`config.mk`:
```
export PLATFORM = sky130hd
export DESIGN_NAME = mea_add
export DESIGN_NICKNAME = d
export VERILOG_FILES = /design/src/rtl/mea_pkg.sv /design/src/rtl/mea_mask_gen.sv /design/src/rtl/mea_dual_sum.sv /design/src/rtl/mea_carry_tap.sv /design/src/rtl/mea_add.sv
export SDC_FILE = /design/constraint.sdc
export NUM_CORES = 1
export LEC_CHECK = 0
export ABC_CLOCK_PERIOD_IN_PS = 17650
export BUFFER_PORTS_ARGS = -buffer_cell sky130_fd_sc_hd__buf_4
export CAP_MARGIN = 20
export CORE_ASPECT_RATIO = 0.9
export CORE_UTILIZATION = 46
export DETAILED_ROUTE_END_ITERATION = 6
export PLACE_DENSITY = 0.75
export SYNTH_ARGS = -nofsm -noshare
export SYNTH_HDL_FRONTEND = slang
export SYNTH_HIERARCHICAL = 1
export SYNTH_SLANG_ARGS = --single-unit
export TNS_END_PERCENT = 5
```
`constraint.sdc`:
```
create_clock -name vclk -period 17.65
set_input_delay 3.53 -clock vclk [all_inputs]
set_output_delay 3.53 -clock vclk [all_outputs]
set_load 0.01 [all_outputs]
```
`src/rtl/mea_pkg.sv`:
```
package mea_pkg;
    localparam int unsigned MEA_W  = 16;
    localparam int unsigned MEA_PW = $clog2(MEA_W + 1);
    localparam int unsigned MEA_PMIN = 2;
endpackage

```
`src/rtl/mea_mask_gen.sv`:
```
module mea_mask_gen #(
    parameter int unsigned W  = 16,
    parameter int unsigned PW = 5,
    parameter int unsigned PMIN = 2
) (
    input  logic [PW-1:0] p_raw,
    output logic [PW-1:0] p_eff,
    output logic [W-1:0]  mask
);
    // Clamp the exponent into the supported range.
    always_comb begin
        if (p_raw < PW'(PMIN))
            p_eff = PW'(PMIN);
        else if (p_raw > PW'(W))
            p_eff = PW'(W);
        else
            p_eff = p_raw;
    end

    // Thermometer mask: bit i is set while i < p.
    for (genvar i = 0; i < W; i++) begin : g_mask
        assign mask[i] = (p_eff > PW'(i));
    end
endmodule

```
`src/rtl/mea_dual_sum.sv`:
```
module mea_dual_sum #(
    parameter int unsigned W = 16
) (
    input  logic [W-1:0] xa,
    input  logic [W-1:0] xb,
    output logic [W-1:0] sum_c0,
    output logic [W-1:0] sum_c1,
    output logic [W:0]   carry_c0
);
    logic [W-1:0] prop;
    logic [W-1:0] gen;
    logic [W-1:0] carry_c1;

    assign prop = xa ^ xb;
    assign gen  = xa & xb;

    assign carry_c0[0] = 1'b0;
    assign carry_c1[0] = 1'b1;

    for (genvar i = 0; i < W; i++) begin : g_bit
        assign sum_c0[i]     = prop[i] ^ carry_c0[i];
        assign sum_c1[i]     = prop[i] ^ carry_c1[i];
        assign carry_c0[i+1] = gen[i] | (prop[i] & carry_c0[i]);
        if (i < W - 1) begin : g_c1
            assign carry_c1[i+1] = gen[i] | (prop[i] & carry_c1[i]);
        end
    end
endmodule

```
`src/rtl/mea_carry_tap.sv`:
```
module mea_carry_tap #(
    parameter int unsigned W  = 16,
    parameter int unsigned PW = 5
) (
    input  logic [W:0]    carries,
    input  logic [PW-1:0] p_eff,
    output logic          wrap
);
    // The carry into bit p is the carry out of bit p-1.
    assign wrap = carries[p_eff];
endmodule

```
`src/rtl/mea_add.sv`:
```
module mea_add
    import mea_pkg::*;
#(
    parameter int unsigned W  = MEA_W,
    parameter int unsigned PW = $clog2(W + 1)
) (
    input  logic [W-1:0]  opa,
    input  logic [W-1:0]  opb,
    input  logic [PW-1:0] p_sel,
    output logic [W-1:0]  sum_o
);
    logic [PW-1:0] p_eff;
    logic [W-1:0]  mask;
    logic [W-1:0]  xa, xb;
    logic [W-1:0]  s_c0, s_c1;
    logic [W:0]    c_c0;
    logic          wrap;
    logic [W-1:0]  picked;

    mea_mask_gen #(.W(W), .PW(PW), .PMIN(MEA_PMIN)) u_mask (
        .p_raw (p_sel),
        .p_eff (p_eff),
        .mask  (mask)
    );

    assign xa = opa & mask;
    assign xb = opb & mask;

    mea_dual_sum #(.W(W)) u_sums (
        .xa       (xa),
        .xb       (xb),
        .sum_c0   (s_c0),
        .sum_c1   (s_c1),
        .carry_c0 (c_c0)
    );

    mea_carry_tap #(.W(W), .PW(PW)) u_tap (
        .carries (c_c0),
        .p_eff   (p_eff),
        .wrap    (wrap)
    );

    // Pick the sum with the wrapped carry, then canonicalize.
    always_comb begin
        picked = (wrap ? s_c1 : s_c0) & mask;
        if (picked == mask)
            sum_o = '0;
        else
            sum_o = picked;
    end
endmodule

```
==> summary.md, run 1 <==
| Metric | Value |
|---|---|
| Initial antenna violation count | `0` |
| Average cell area after synthesis | `between 9 and 10 um^2` |
| Worst-path fanout max | `19` |
| Largest net degree at the start of global routing | `20` |
| Setup TNS Final | `0 ps` |
| Synthesis-to-layout area growth | `18.32%` |
| FFs & Latches | `0` |
| First-pass GRT wire length | `roughly 6700 um` |
| Synth Cell Area | `around 0.0018 mm^2` |
| Mapped Cells | `187` |
| Post-DR vias/cell | `around 5.4` |
| Final Hold Viols | `0` |
| PwrDens | `about 40 mW/mm^2` |
| CTS resizes | `0` |
| Initial Util | `a little under half` |
| First drt pass iteration count | `4` |
| Final Core Density | `56.74%` |
| CP required | `roughly 14000 ps` |
| Post-Route WL | `about 4100 um` |
| Max VDD drop | `about 18 uV` |
| Max cap viols | `0` |
| Die height | `between 60 and 70 um` |
| Buffers on Ports | `53` |
| Count leader, synth | `and2_1` |
| Final setup viols | `0` |
| Share of cells above drive strength 1 | `roughly 32%` |
| Iter 0 DRT Violations | `70` |
| Yosys cell types | `approximately 40` |
| Worst hold-check path type | `input pin to output pin` |
| Reg area | `0 um^2` |
| Leak Pwr | `0.001020 uW` |
| Syn. warnings | `6` |
| RSZ-0062 raised after global routing | `no` |
| Crit path time final | `~16000 ps` |
| Vias | `roughly 1500` |
| Peak Freq | `approximately 62 MHz` |
| Tcrit/Tclk final | `between 90% and 100%` |
| Placed cell count | `roughly 270` |
| WP data arrival | `between 10000 and 15000 ps` |
| Final ANT Viol Nets | `0` |
| Ports | `53` |
| Vias in the first global route | `approximately 1400` |
| Final Max Tran Viols | `0` |
| Die area | `around 0.0041 mm^2` |
| Crit. End Element | `output pin` |
| Post-DP HPWL | `about 3600 um` |
| Startpoint Class | `input pin` |
| Row cnt | `21` |
| Area leader, netlist | `fa_1` |
| Layout Nets | `between 200 and 300` |
| Slew @ Worst Pin | `roughly 970 ps` |
| CLK BUF | `0` |
| CORE AREA | `0.003731 mm^2` |
| Synth top area share | `32.45%` |
| Non-Filler Instances | `roughly 270` |
| Gpl congestion | `about 0.88` |
| Fillcell total | `355` |
| Register area share after synthesis | `0%` |
| Total GRT Usage | `a little over a fifth` |
| Crit path buf inv count | `3` |
| CP most frequent cell | `fa_1` |
| Grt ovf | `0` |
| # diodes | `0` |
| Status | `finished clean` |
| Drt drc | `0` |
| CP max-delay cell | `and4_1` |
| Width of the die | `67.74 um` |
| Commonest cells post-synth | `and2_1 (32), fa_1 (29), inv_1 (21), mux2i_1 (17), a211oi_2 (10)` |
| Routed len/inst | `~15 um` |
| CP delay by family, top | `adder cells` |
| Synth area leaders | `fa_1 (32%), and2_1 (11%), mux2i_1 (9.5%), a211oi_2 (7.0%), inv_1 (4.4%)` |
| Post-CTS Setup Repair Bufs | `0` |
| Max transition margin | `35.29%` |
| Cts hold-fix bufs | `0` |
| CP peak stage delay | `between 700 and 800 ps` |
| Crit path kind | `input pin to output pin` |
==> layout by cell type (no fill, tap or decap), drive strengths merged, types with 2 or more instances in the layout <==
| master | Yosys | routed |
|---|---|---|
| buf | 13 | 54 |
| and2 | 32 | 32 |
| fa | 29 | 29 |
| inv | 21 | 21 |
| mux2i | 19 | 19 |
| a211oi | 16 | 16 |
| a22oi | 8 | 8 |
| nand2 | 6 | 6 |
| nor2 | 4 | 4 |
| nand3 | 4 | 4 |
| conb | 2 | 3 |
| ha | 3 | 3 |
| nand2b | 3 | 3 |
| mux4 | 3 | 3 |
| and4 | 2 | 2 |
| o21ai | 2 | 2 |
| a21oi | 2 | 2 |
| nor2b | 2 | 2 |
| or3 | 2 | 2 |
==> final timing paths <==
kind	startpoint	end	slack [ps]	cells after the start
setup / recovery	p_sel[4]	sum_o[15]	1600	26
hold / removal	p_sel[4]	sum_o[15]	7500	4
==> report_power, final <==
part / switching, uW / internal (uW)
clock: 0 / 0
sequential: 0 / 0
combinational: 44.6 / 41.1
total: 44.6 / 41.1
==> area by class of cell <==
class / count / area (um^2) / area share (%)
multi-input cells: 151 / 1575 / 74.41
well taps: 46 / 57.56 / 2.719
repair buffers: 54 / 405.4 / 19.15
inverters: 21 / 78.83 / 3.723
==> logic make-up after synthesis <==
logic type	Yosys count	synth area share, %
other	2	0.4197
adder cells (fa/ha/maj)	32	34.55
multiplexers	22	15.24
XOR/XNOR	1	0.4896
buffers and inverters	37	12.17
AND/OR/NAND/NOR	60	20.63
AO/OA/AOI/OAI	33	16.50
==> layer usage <==
layer	share of wire (%)	wire length, um	vias up	GRT usage [%]
met5	0	0	-	0
met4	0.19	8	0	1.216
met3	6.0	247	2	1.296
met2	50	2056	57	37.77
met1	44	1821	706	30.77
li1	-	-	713	-
==> through the flow <==
stage | hold slack (ps) | cell area [um^2] | total power [uW] | worst slack, ps
global placement | 7493 | 2117 | 85.08 | 1882
global route | 7509 | 2117 | 95.30 | 1318
finish | 7495 | 2117 | 85.69 | 1596
floorplan | 7263 | 1793 | 59.28 | 2808
CTS | 7499 | 2117 | 85.97 | 1634
detailed placement | 7499 | 2117 | 85.83 | 1665
Note: power is estimated with default switching activity, not from simulation.
==> run 2, diff against run 1 <==
ABC_AREA = 1   (was unset)
==> run 2 against run 1 <==
  * Routed wire length up 4.8%
  * First-iteration DRC count is 26% lower
  * Worst setup slack improved by 110 ps
  * Total power grew 3.2%
  * Flip-flop and latch count unchanged
  * Non-clock buffer count did not move
  * Area after synthesis is 4.8% higher
  * Die area is 4.7% higher
  * Sequential share of layout area unchanged
  * Worst hold slack lost 46 ps
  * Utilization rose by 2.4 points
  * Critical path type unchanged
  * Critical endpoint is now sum_o[2]
  * Largest cell class unchanged
==> summary.md, run 2 <==
| Metric | Value |
|---|---|
| Status | `finished clean (unchanged)` |
| Final Hold Viols | `0 (unchanged)` |
| CP required | `14120 ps (about the same)` |
| FFs & Latches | `0 (unchanged)` |
| Leak Pwr | `0.001436 uW (was 0.001020 uW)` |
| CP Depth | `34 (was 26)` |
| # diodes | `0 (unchanged)` |
| Worst Setup EP | `sum_o[2] (was sum_o[15])` |
| Number of cells on the worst hold path | `4 (unchanged)` |
| Mux cell area share after synthesis | `0% (was 15.24%)` |
| Non-Filler Instances | `412 (was 272)` |
| Synth top area share | `30.95% (was 32.45%)` |
| Worst-path fanout max | `17 (was 19)` |
| Post-Synth Adder-Cell Area | `32.96% (was 34.55%)` |
| Die area | `0.004337 mm^2 (was 0.004143 mm^2)` |
| First-pass GRT wire length | `7803 um (was 6651 um)` |
| Die height | `62.58 um (was 61.17 um)` |
| Yosys cell types | `24 (was 41)` |
| WP data arrival | `12420 ps (was 12520 ps)` |
| Width of the die | `69.31 um (was 67.74 um)` |
| Register area share after synthesis | `0% (unchanged)` |
| Crit path buf inv count | `6 (was 3)` |
| Routed len/inst | `10.52 um (was 15.20 um)` |
| First drt pass iteration count | `4 (unchanged)` |
| Total GRT Usage | `21.33% (was 21.56%)` |
| Vias | `1953 (was 1478)` |
| Final ANT Viol Nets | `0 (unchanged)` |
| Cts hold-fix bufs | `0 (unchanged)` |
| PwrDens | `39.27 mW/mm^2 (was 40.48 mW/mm^2)` |
| CORE AREA | `0.003810 mm^2 (was 0.003731 mm^2)` |
| Setup TNS Final | `0 ps (unchanged)` |
| Post-DR vias/cell | `4.740 (was 5.434)` |
| Max VDD drop | `18.75 uV (was 17.80 uV)` |
| Most frequent cells in the layout | `nand2_1 (139), inv_1 (60), buf_4 (54), nand3_1 (32), fa_1 (29) (was buf_4 (54), and2_1 (32), fa_1 (29), inv_1 (21), mux2i_1 (17))` |
| Synth area leaders | `fa_1 (31%), nand2_1 (28%), inv_1 (12%), nand3_1 (8.5%), nor2_2 (3.3%) (was fa_1 (32%), and2_1 (11%), mux2i_1 (9.5%), a211oi_2 (7.0%), inv_1 (4.4%))` |
| Vias in the first global route | `1834 (was 1401)` |
| Drt drc | `0 (unchanged)` |
| Largest family of logic cells by synthesized area | `simple AND/OR/NAND/NOR gates (was adder cells)` |
| CP delay by family, top | `adder cells (unchanged)` |
| Synth Area in Compound Gates | `2.468% (was 16.50%)` |
| Reg area | `0 um^2 (unchanged)` |
| Initial antenna violation count | `0 (unchanged)` |
| Placed cell count | `412 (was 272)` |
| Area leader, netlist | `fa_1 (unchanged)` |
| Peak Freq | `62.71 MHz (was 62.29 MHz)` |
| Final setup viols | `0 (unchanged)` |
| Ports | `53 (unchanged)` |
| Synth Area in XOR/XNOR | `0% (was 0.4895%)` |
| Post-Synth Simple-Gate Area | `45.70% (was 20.63%)` |
| Average cell area after synthesis | `5.843 um^2 (was 9.568 um^2)` |
| CP peak stage delay | `490 ps (was 780 ps)` |
| Iter 0 DRT Violations | `52 (was 70)` |
| Worst hold-check path type | `input pin to output pin (unchanged)` |
| Initial Util | `49.23% (was 47.95%)` |
| Layout Nets | `437 (was 297)` |
| Final Max Tran Viols | `0 (unchanged)` |
| Synth Cell Area | `0.001876 mm^2 (was 0.001789 mm^2)` |
| CTS resizes | `0 (unchanged)` |
| Largest net degree at the start of global routing | `18 (was 20)` |
| Startpoint Class | `input pin (unchanged)` |
| Synthesis-to-layout area growth | `20.08% (was 18.32%)` |
| Tcrit/Tclk final | `90.35% (was 90.96%)` |
| Count leader, synth | `nand2_1 (was and2_1)` |
| CP most frequent cell | `fa_1 (unchanged)` |
| Post-CTS Setup Repair Bufs | `0 (unchanged)` |
| Max cap viols | `0 (unchanged)` |
| Mapped Cells | `321 (was 187)` |
| Critical Path Source | `p_sel[4] (unchanged)` |
| Post-DP HPWL | `3700 um (was 3593 um)` |
| Buffers on Ports | `53 (unchanged)` |
| Row cnt | `21 (unchanged)` |
| Slew @ Worst Pin | `732.8 ps (was 968.6 ps)` |
| Max transition margin | `51.03% (was 35.29%)` |
| Share of cells above drive strength 1 | `20.49% (was 32.30%)` |
| CP max-delay cell | `nor2_4 (was and4_1)` |
| CLK BUF | `0 (unchanged)` |
| Syn. warnings | `6 (unchanged)` |
| Gpl congestion | `0.8999 (was 0.8754)` |
| Most common library cell in the layout ignoring fill and taps | `nand2_1 (was buf_4)` |
| Crit. End Element | `output pin (unchanged)` |
| Commonest cells post-synth | `nand2_1 (139), inv_1 (60), nand3_1 (32), fa_1 (29), nor2_1 (16) (was and2_1 (32), fa_1 (29), inv_1 (21), mux2i_1 (17), a211oi_2 (10))` |
| Post-Route WL | `4334 um (was 4134 um)` |
| RSZ-0062 raised after global routing | `no (unchanged)` |
| Crit path kind | `input pin to output pin (unchanged)` |
| Crit path time final | `15950 ps (was 16050 ps)` |
| Grt ovf | `0 (unchanged)` |
[run 2: cell types whose count changed in the layout (fill, tap and decap cells not counted), sizes merged, moves of 2 or more]
cell / before / now
nand2: 6 / 143
and2: 32 / 0
a211oi: 16 / 1
a22oi: 8 / 0
or3: 2 / 0
o21ai: 2 / 4
nor2b: 2 / 0
nand2b: 3 / 0
nor2: 4 / 27
inv: 21 / 64
and4: 2 / 0
mux4: 3 / 0
mux2i: 19 / 0
nand3: 4 / 32
[run 2: per-layer routing]
layer / track usage, % / up-vias / share of wire (%)
met2: 37.50 / 66 / 47
met5: 0 / - / 0
met4: 1.020 / 0 / 0.21
met3: 0.8065 / 2 / 5.5
li1: - / 1026 / -
met1: 30.58 / 859 / 47
[run 2: worst min-delay path by stage]
stage / startpoint / end / slack (ps)
after CTS: p_sel[4] / sum_o[15] / 7450
after detailed placement: p_sel[4] / sum_o[15] / 7450
after floorplan: p_sel[4] / sum_o[15] / 7280
after global placement: p_sel[4] / sum_o[15] / 7450
after global routing: p_sel[4] / sum_o[15] / 7490
final: p_sel[4] / sum_o[15] / 7450
[run 2: cell type report]
type,instances,area (um^2)
Inverter,65,256.5
Multi-Input combinational cell,247,1533
Fill cell,379,1558
Timing Repair Buffer,54,405.4
Tap cell,46,57.56
[run 2: power by group]
part / switching, uW / total [uW] / internal (uW) / leakage (uW)
clock: 0 / 0 / 0 / 0
sequential: 0 / 0 / 0 / 0
combinational: 50.1 / 88.4 / 38.4 / 0.00144
[run 2: worst min-delay path, stage by stage]
cell,delay [ps]
buf_4,150
nand2_1,70
nor2_1,40
buf_4,130
[run 2: logic make-up after synthesis]
| group | count (synthesis) |
|---|---|
| adders and majority gates | 32 |
| other | 2 |
| AOI/OAI and AO/OA | 8 |
| buffers and inverters | 75 |
| and+or+nand+nor | 204 |
[run 2: metrics by stage]
stage               setup slack [ps]  power (uW)  cell area [um^2]  util, %  hold slack [ps]
floorplan                       3049       62.53              1879        -             7284
global placement                1968       87.71              2252    59.11             7452
detailed placement              1753       88.42              2252    59.11             7448
CTS                             1743       88.80              2252    59.11             7450
global route                    1176       102.3              2252    59.11             7492
finish                          1704       88.45              2252    59.11             7450
